File: src/rtl/ewa_pkg.sv
package ewa_pkg;
  localparam int NPIN    = 4;
  localparam int NCS     = 4;
  localparam int SEL_W   = $clog2(NPIN);
  localparam int CS_W    = $clog2(NCS);
  localparam int CNT_W   = 8;
  localparam int WORD_W  = 32;
  localparam int POL_LSB = 28;
  localparam int MAP_LSB = 16;
  localparam logic [WORD_W-1:0] CFG_RST   = 32'hF0E4_0080;
  localparam logic [WORD_W-1:0] CFG_WMASK = 32'hF0FF_00FF;

  typedef struct packed {
    logic [NPIN-1:0]            pol;
    logic [NCS-1:0][SEL_W-1:0]  pin_map;
    logic [CNT_W-1:0]           max_cnt;
  } ewa_cfg_t;
endpackage

File: src/rtl/ewa_cfg_reg.sv
module ewa_cfg_reg
  import ewa_pkg::*;
(
  input  logic              clk_i,
  input  logic              rst_ni,
  input  logic              we_i,
  input  logic [WORD_W-1:0] wdata_i,
  output logic [WORD_W-1:0] rdata_o,
  output ewa_cfg_t          cfg_o
);
  logic [WORD_W-1:0] cfg_q;

  always_ff @(posedge clk_i or negedge rst_ni) begin
    if (!rst_ni)   cfg_q <= CFG_RST;
    else if (we_i) cfg_q <= wdata_i & CFG_WMASK;
  end

  assign rdata_o       = cfg_q;
  assign cfg_o.pol     = cfg_q[POL_LSB +: NPIN];
  assign cfg_o.max_cnt = cfg_q[CNT_W-1:0];

  for (genvar k = 0; k < NCS; k++) begin : g_map
    assign cfg_o.pin_map[k] = cfg_q[MAP_LSB + SEL_W*k +: SEL_W];
  end

  // reserved bits stay zero
  a_r2_reserved_zero: assert property (@(posedge clk_i) disable iff (!rst_ni)
    (rdata_o[27:24] == 4'h0) && (rdata_o[15:8] == 8'h00));
endmodule

File: src/rtl/ewa_wait_sync.sv
module ewa_wait_sync #(
  parameter int W      = 4,
  parameter int STAGES = 2
) (
  input  logic         clk_i,
  input  logic         rst_ni,
  input  logic [W-1:0] async_i,
  output logic [W-1:0] sync_o
);
  logic [STAGES-1:0][W-1:0] stg_q;

  always_ff @(posedge clk_i or negedge rst_ni) begin
    if (!rst_ni) stg_q <= '0;
    else begin
      stg_q[0] <= async_i;
      for (int i = 1; i < STAGES; i++) stg_q[i] <= stg_q[i-1];
    end
  end

  assign sync_o = stg_q[STAGES-1];
endmodule

File: src/rtl/ewa_stall_ctrl.sv
module ewa_stall_ctrl #(
  parameter int CNT_W = 8
) (
  input  logic             clk_i,
  input  logic             rst_ni,
  input  logic             strobe_i,
  input  logic             req_i,
  input  logic [CNT_W-1:0] max_i,
  output logic             stall_o,
  output logic             timeout_o
);
  logic [CNT_W-1:0] cnt_q;
  logic             tmo_q;
  logic             last_wait;

  assign stall_o   = strobe_i & req_i & (cnt_q < max_i);
  assign last_wait = ({1'b0, cnt_q} + 1'b1) == {1'b0, max_i};
  assign timeout_o = tmo_q;

  always_ff @(posedge clk_i or negedge rst_ni) begin
    if (!rst_ni) begin
      cnt_q <= '0;
      tmo_q <= 1'b0;
    end else begin
      if (!strobe_i)    cnt_q <= '0;  // cleared between accesses
      else if (stall_o) cnt_q <= cnt_q + 1'b1;
      tmo_q <= stall_o & last_wait;
    end
  end

  a_r8_timeout_one_cycle: assert property (@(posedge clk_i) disable iff (!rst_ni)
    timeout_o |=> !timeout_o);
  a_r8_release_on_timeout: assert property (@(posedge clk_i) disable iff (!rst_ni)
    timeout_o |-> !stall_o);
  a_r10_zero_ceiling: assert property (@(posedge clk_i) disable iff (!rst_ni)
    (max_i == '0) |-> (!stall_o && !timeout_o));
endmodule

File: src/rtl/ext_wait_arbiter.sv
module ext_wait_arbiter
  import ewa_pkg::*;
#(
  parameter int SYNC_STAGES = 2
) (
  input  logic              clk_i,
  input  logic              rst_ni,
  input  logic              cfg_we_i,
  input  logic [WORD_W-1:0] cfg_wdata_i,
  output logic [WORD_W-1:0] cfg_rdata_o,
  input  logic [CS_W-1:0]   cs_sel_i,
  input  logic              strobe_i,
  input  logic [NCS-1:0]    ew_en_i,
  input  logic [NPIN-1:0]   wait_i,
  output logic              stall_o,
  output logic              timeout_o
);
  ewa_cfg_t          cfg;
  logic [NPIN-1:0]   wait_s;
  logic [NPIN-1:0]   pin_act;
  logic [SEL_W-1:0]  sel_pin;
  logic              req;

  ewa_cfg_reg u_cfg (
    .clk_i, .rst_ni,
    .we_i    (cfg_we_i),
    .wdata_i (cfg_wdata_i),
    .rdata_o (cfg_rdata_o),
    .cfg_o   (cfg)
  );

  ewa_wait_sync #(.W(NPIN), .STAGES(SYNC_STAGES)) u_sync (
    .clk_i, .rst_ni,
    .async_i (wait_i),
    .sync_o  (wait_s)
  );

  for (genvar k = 0; k < NPIN; k++) begin : g_pol
    assign pin_act[k] = ~(wait_s[k] ^ cfg.pol[k]);
  end

  assign sel_pin = cfg.pin_map[cs_sel_i];
  assign req     = ew_en_i[cs_sel_i] & pin_act[sel_pin];

  ewa_stall_ctrl #(.CNT_W(CNT_W)) u_ctrl (
    .clk_i, .rst_ni,
    .strobe_i  (strobe_i),
    .req_i     (req),
    .max_i     (cfg.max_cnt),
    .stall_o   (stall_o),
    .timeout_o (timeout_o)
  );

  a_r5_enable_gate: assert property (@(posedge clk_i) disable iff (!rst_ni)
    !ew_en_i[cs_sel_i] |-> !stall_o);
  a_r6_strobe_only: assert property (@(posedge clk_i) disable iff (!rst_ni)
    stall_o |-> strobe_i);
endmodule

File: config.mk
export PLATFORM = sky130hd
export DESIGN_NAME = ext_wait_arbiter
export DESIGN_NICKNAME = d
export VERILOG_FILES = /design/src/rtl/ewa_pkg.sv /design/src/rtl/ewa_cfg_reg.sv /design/src/rtl/ewa_wait_sync.sv /design/src/rtl/ewa_stall_ctrl.sv /design/src/rtl/ext_wait_arbiter.sv
export SDC_FILE = /design/constraint.sdc
export NUM_CORES = 1
export LEC_CHECK = 0
export ABC_AREA = 1
export BUFFER_PORTS_ARGS = -buffer_cell sky130_fd_sc_hd__clkbuf_2
export CELL_PAD_IN_SITES_DETAIL_PLACEMENT = 0
export CELL_PAD_IN_SITES_GLOBAL_PLACEMENT = 1
export CORE_UTILIZATION = 38
export DETAILED_ROUTE_END_ITERATION = 10
export GPL_TIMING_DRIVEN = 0
export HOLD_SLACK_MARGIN = 0.05
export PLACE_DENSITY = 0.85
export RECOVER_POWER = 50
export SLEW_MARGIN = 20
export SYNTH_ARGS = -nofsm -noshare
export SYNTH_HDL_FRONTEND = slang
export SYNTH_SLANG_ARGS = --single-unit
File: constraint.sdc
create_clock -name clk_i -period 2.47 [get_ports clk_i]
set_input_delay 0 -clock clk_i [delete_from_list [all_inputs] [get_ports clk_i]]
set_output_delay 0 -clock clk_i [all_outputs]
set_load 0.02 [all_outputs]
## Word-level counts from Yosys, hierarchy flattened

Cells that the tools add are included.

- Shift operators: 0
- $mul: 0
- Div/mod/pow operators: 0
- Magnitude comparators: 3
- Add/sub/neg operators: 2
- Reductions and logical operators: 0
- Equal/unequal tests: 2
- Bitwise logic cells: 12
- Mux-type cells: 8

Operator list:

| cell | count |
|---|---|
| $mux 8 | 2 |
| $add 8x1->9 const B | 1 |
| $eq 9x8->1 | 1 |
| $add 8x1->8 const B | 1 |
| $lt 8x8->1 | 1 |
| $lt 2x3->1 const B | 2 |
| $and 1x1->1 | 4 |
| $bmux 1 s2 | 2 |
| $bmux 2 s2 | 1 |
| $not 1->1 | 4 |
| $xor 1x1->1 | 4 |
| $mux 1 | 2 |
| $mux 2 | 1 |
| $ne 2x1->1 const B | 1 |

- Flip-flop bits (word level): 37
- Logic and storage cells: 32
- ROM bits: 0
- Memories kept: 0
- Memory bits (writable): 0
- Latch bits: 0
- Output and inout port bits: 34

## Logic depth before layout (Yosys ltp)

- Word-level depth: 9
- Gate-level depth with buffers: 13
- Gate-level depth less buffers: 13

## Modules after synthesis

Synthesis repeated with hierarchy kept, for this count alone.

- Cell total of the unflattened synthesis: 295
- Area total of the unflattened synthesis: 2,304.7 um^2

By module, submodules not included:

| module | cells an instance | area each (um^2) | instances | seq. area each (um^2) |
|---|---|---|---|---|
| ewa_cfg_reg | 118 | 1,022.2 | 1 | 511.7 |
| ewa_stall_ctrl | 121 | 827.0 | 1 | 225.2 |
| ewa_wait_sync | 12 | 230.2 | 1 | 200.2 |
| ext_wait_arbiter | 44 | 225.2 | 1 | 0.0 |

## Worst setup path before layout

OpenSTA, ideal clock, no wires.

- Path kind: register to register
- From: register u_cfg.cfg_q[7] (netlist: u_cfg.rdata_o[7])
- To: register u_ctrl.cnt_q[0]
- Stages on the path, launching flop included: 9
- Data arrival time: 1,654 ps
- Slack: 697 ps
- Required time: 2,351 ps
- Setup time: 119 ps
- Cells stage by stage: dfstp_2 > inv_1 > ha_1 > nand2_1 > nand4_1 > nor2_1 > nand4_2 > nand3_1 > nand2_1

- Cells in the longest elaborated chain, start to end: 3

RTL lines:

| what | RTL line | source |
|---|---|---|
| start, declared | ewa_cfg_reg.sv:11 | `logic [WORD_W-1:0] cfg_q;` |
| start signal, assigned | ewa_cfg_reg.sv:15 | `else if (we_i) cfg_q <= wdata_i & CFG_WMASK;` |
| $lt 8x8->1 | ewa_stall_ctrl.sv:16 | `assign stall_o = strobe_i & req_i & (cnt_q < max_i);` |
| $and 1x1->1 | ewa_stall_ctrl.sv:16 |  |
| $ne 2x1->1 (no line) | -- |  |
| end signal, assigned | ewa_stall_ctrl.sv:26 | `else if (stall_o) cnt_q <= cnt_q + 1'b1;` |
| end, declared | ewa_stall_ctrl.sv:12 | `logic [CNT_W-1:0] cnt_q;` |

Every way passes these cells.
A chain may end at the register's enable or synchronous reset.

## Worst setup path in the final report

- From: register u_ctrl.cnt_q[3]
- To: output stall_o

- Cells in the longest elaborated chain, start to end: 2

RTL lines:

| what | RTL line | source |
|---|---|---|
| $lt 8x8->1 | ewa_stall_ctrl.sv:16 |  |
| $and 1x1->1 | ewa_stall_ctrl.sv:16 |  |
| end, declared | ext_wait_arbiter.sv:15 | `output logic stall_o,` |

Every way passes these cells.

==> out/qor_table.md <==
| Quantity | Value |
|---|---|
| Status | complete, but fails checks |
| Violated checks | capacitance limit, slew limit |
| Die Y-Extent | 76.0 um |
| Total of cells resized after clock tree synthesis | 0 |
| Transition time of the tightest slew-check pin | 2.02 ns |
| Simple-gate portion of the synthesized area | 26.5% |
| Most numerous cell on the critical path | nand2_1 |
| Proportion of layout cells with a drive suffix above 1 | 25.7% |
| DRC | 0 |
| Sequential share of power | 41.7% |
| Cell type with the largest total area after synthesis | dfrtp_1 |
| Clock Path Buffers | 2 |
| Maximum number of pins on one net before global-route repair | 38 |
| Largest cells by area after synthesis | dfrtp_1 34%, nand2_1 12%, dfstp_2 11% |
| Flip-flop cell with the highest count after synthesis | dfrtp_1 |
| Root cell of the clock tree | clkbuf_8 |
| Met2 track utilization from global routing | 30.1% |
| Cells after synthesis | 242 |
| Sequential element share of the synthesized area | 45.1% |
| Commonest cells in the netlist | 68 x nand2_1, 29 x inv_1, 28 x dfrtp_1 |
| Antenna violations before repair | 0 |
| Die width | 76.0 um |
| Total Negative Setup Slacks | 0 ns |
| Area added between synthesis and finish | 36.6% |
| Row count | 26 |
| Fillers | 499 |
| Critical Path Slowest Stage Cell | dfrtp_1 |
| Met1 usage | 23.8% |
| Worst hold-check slack | 0.154 ns |
| Slew headroom | -34.9% |
| Worst path arrival time | 2.20 ns |
| Number of pins with negative max-slew slack in the final report | 38 |
| Detail Route Antenna Nets | 0 |
| Port Buffer Count | 53 |
| Adder and majority cell fraction of the synthesized area | 5.42% |
| Share of total power in the clock network | 37.4% |
| Post-Syn Area per Cell | 8.59 um2 |
| Wire length of the first global-routing pass | 8320 um |
| Hold_sp | strobe_i |
| Origin of the worst setup path | u_ctrl.cnt_q[3]$_DFFE_PN0P_ |
| Top-area cell type share of the netlist area | 33.7% |
| Asr flop ratio synth | 100% |
| Crit. End Element | output port |
| Fin util | 54.9% |
| Number of nets in the layout | 393 |
| Detailed Route Iter0 Violations | 84 |
| GRT Max-Usage Layer | met2 |
| CTS tree | built |
| Number of cells in the design after placement | 376 |
| Number of diodes added for antenna fixing | 0 |
| Maximum resistive drop on vdd | 453 uV |
| Synthesized-area fraction occupied by xor and xnor cells | 2.95% |
| Power density relative to cell area | 586 nW/um2 |
| Overall via count from detail_route | 1818 |
| Multiplexer share of the synthesized area | 6.50% |
| Switching portion of total power | 27.7% |
| Achievable clock frequency | 455 MHz |
| Area fraction in compound gates after synthesis | 2.89% |
| H-tree lvl count | 2 |
| Via count of the first global-routing pass | 1792 |
| Flop and latch count out of synthesis | 37 |
| Number of enable flip-flop cells after synthesis | 0 |
| Critical path peak fanout | 10 |
| Total grt overflow | 0 |
| Start of the worst register-to-register path | u_ctrl.cnt_q[3]$_DFFE_PN0P_ |
| Cell area after synthesis | 2080 um2 |
| Time the final worst path needs with I/O delays and setup | 2.20 ns |
| Part of the power in combinational logic | 20.8% |
| First-pass iteration count of the detailed router | 4 |
| Met3 Usage GRT | 4.31% |
| Clock Pin Slew Worst Setup and Hold Paths | 0.08 ns |
| Total die area | 5770 um2 |
| Most common cell in the netlist | nand2_1 |
| Biggest cell delay along the critical path | 0.46 ns |
| Estimated wirelength of the detail-placed design | 3330 um |
| Setup Viol. Count Final | 0 |
| Initial standard-cell utilization of the core | 40.2% |
| Tcrit/Tclk final | 89.0% |
| Count of cell types in the netlist | 24 |
| Unrepaired setup endpoints after global routing | false |
| I/O Pins | 80 |
| CP delay by family, top | simple AND/OR/NAND/NOR gates |
| Combinational family with the most area after synthesis | simple AND/OR/NAND/NOR gates |
| Power, Total | 1.67 mW |
| Clock buffers created by TritonCTS | 5 |
| GRT Total Usage | 18.4% |
| # Max-Cap Violations | 1 |
| Cell internal power dissipation | 1.20 mW |
| Final hold violation count | 0 |
| Tightest Hold Check Type | in -> reg |
| Worst-path cell chain | ha_1 -> a21oi_1 -> nand2_1 -> nand2_1 -> nand2_1 -> nand2_2 -> nand4_2 -> inv_1 -> clkbuf_2 |
| Mean number of vias per cell | 4.44 |
| Clock latency on the worst-skew pair | 0.29 ns |
| Clk sinks | 37 |
| Fin Clk Skew | 0.00534 ns |
| Critical Path Start Type | flop |
| Routed WL per cell | 11.7 um |
| Crit path required time | 2.47 ns |
| Worst Path Buf+Inv | 2 |
| Routed wire length | 4770 um |
| Std-Cell Core Area | 5170 um2 |
| Leakage power of the design | 1.48 nW |
| GP Congestion | 0.792 |
| Total number of yosys warnings | 0 |
| Final Non-Filler Cells | 409 |
| Switching power summed over all nets | 0.461 mW |
| Type of the setup path with the least slack | reg -> out |
==> per-layer routing <==
metal  up-vias  share of wire, %
li1        946                 -
met1       817                45
met2        45                47
met3        10               5.1
met4         0               2.0
met5         -                 0
==> per-stage QoR <==
| stage | area (um2) | setup slack [ns] |
|---|---|---|
| 3_3_place_gp | 2470 | 0.500 |
| 5_1_grt | 2840 | 0.101 |
| 2_1_floorplan | 2120 | 0.697 |
| 6_report | 2840 | 0.271 |
| 4_1_cts | 2860 | 0.214 |
| 3_5_place_dp | 2470 | 0.493 |
==> layout by cell type, fill, tap and decap left out <==
cell	netlist	final
nor3_1	1	1
nand3_1	25	25
nand4_1	3	3
nand3b_1	5	5
nand2_2	3	3
nand2_1	68	68
o21ai_0	9	9
dlygate4sd3_1	0	25
inv_2	1	1
inv_1	29	29
clkbuf_1	3	17
clkinv_2	0	1
nor2_1	7	7
clkbuf_2	0	40
dfstp_1	0	4
nand3_2	4	4
buf_4	12	12
dfrtp_1	28	28
bufinv_16	0	2
dfstp_2	9	5
nand4_2	1	1
xor2_1	4	4
mux2_2	12	12
a21oi_1	3	3
ha_1	9	9
conb_1	1	12
xnor2_1	3	3
clkbuf_8	0	5
nor2_4	1	1
==> power groups by stage <==
stage               sequential [mW]  combinational (mW)  clock (mW)
finish                        0.695               0.347       0.624
CTS                           0.698               0.353       0.636
floorplan                     0.742               0.177           0
detailed placement            0.709               0.321           0
global placement              0.707               0.318           0
global route                  0.703               0.391       0.664
==> timing repair <==
item / CTS / global route
hold endpoints to repair: 52 / 0
hold buffers: 25 / 0
buffers inserted: 0 / 0
endpoints found under the setup margin: 0 / 0
==> area by class of cell <==
type                       count  area [um2]  share of cell area, %
clock buffer                   5        68.8                   2.42
inverter                      30         113                   3.96
multi-input combinational    170         965                   34.0
timing repair buffer          78         499                   17.6
tap                           70        87.6                   3.08
buffer                        16         105                   3.70
clock inverter                 3        65.1                   2.29
sequential                    37         937                   33.0
==> final timing paths <==
check,cells past startpoint,to,slack [ns]
max,9,stall_o,0.27
min,3,u_ctrl.cnt_q[6]$_DFFE_PN0P_,0.15
max reg2reg,9,u_ctrl.cnt_q[1]$_DFFE_PN0P_,0.53
min reg2reg,0,u_sync.sync_o[1]$_DFF_PN0_,0.36
max in group asynchronous,2,u_ctrl.cnt_q[1]$_DFFE_PN0P_,0.48
min in group asynchronous,2,u_sync.stg_q[3]$_DFF_PN0_,0.83
==> sequential cells by signal, indices dropped and copies added, names as in the netlist <==
name	cells
u_cfg.rdata_o	20
u_ctrl.cnt_q	8
u_sync.sync_o	4
u_ctrl.timeout_o	1
u_sync.stg_q	4
==> worst register-to-register path: stages, from the launching register on <==
cell and delay (ns):
dfrtp_1 0.46, ha_1 0.32, a21oi_1 0.14, nand2_1 0.08, nand2_1 0.06, nand2_1 0.07, nand2_2 0.18, nand4_2 0.29
nand3_1 0.15, nand2_1 0.06
==> cell families after synthesis <==
| group | Yosys count |
|---|---|
| muxes | 12 |
| other | 1 |
| AOI/OAI and AO/OA | 12 |
| DFF | 37 |
| buffers and inverters | 46 |
| xor gates and xnor gates | 7 |
| adders and majority gates | 9 |
| and+or+nand+nor | 118 |
No activity file was read; power rests on OpenSTA's default activity.
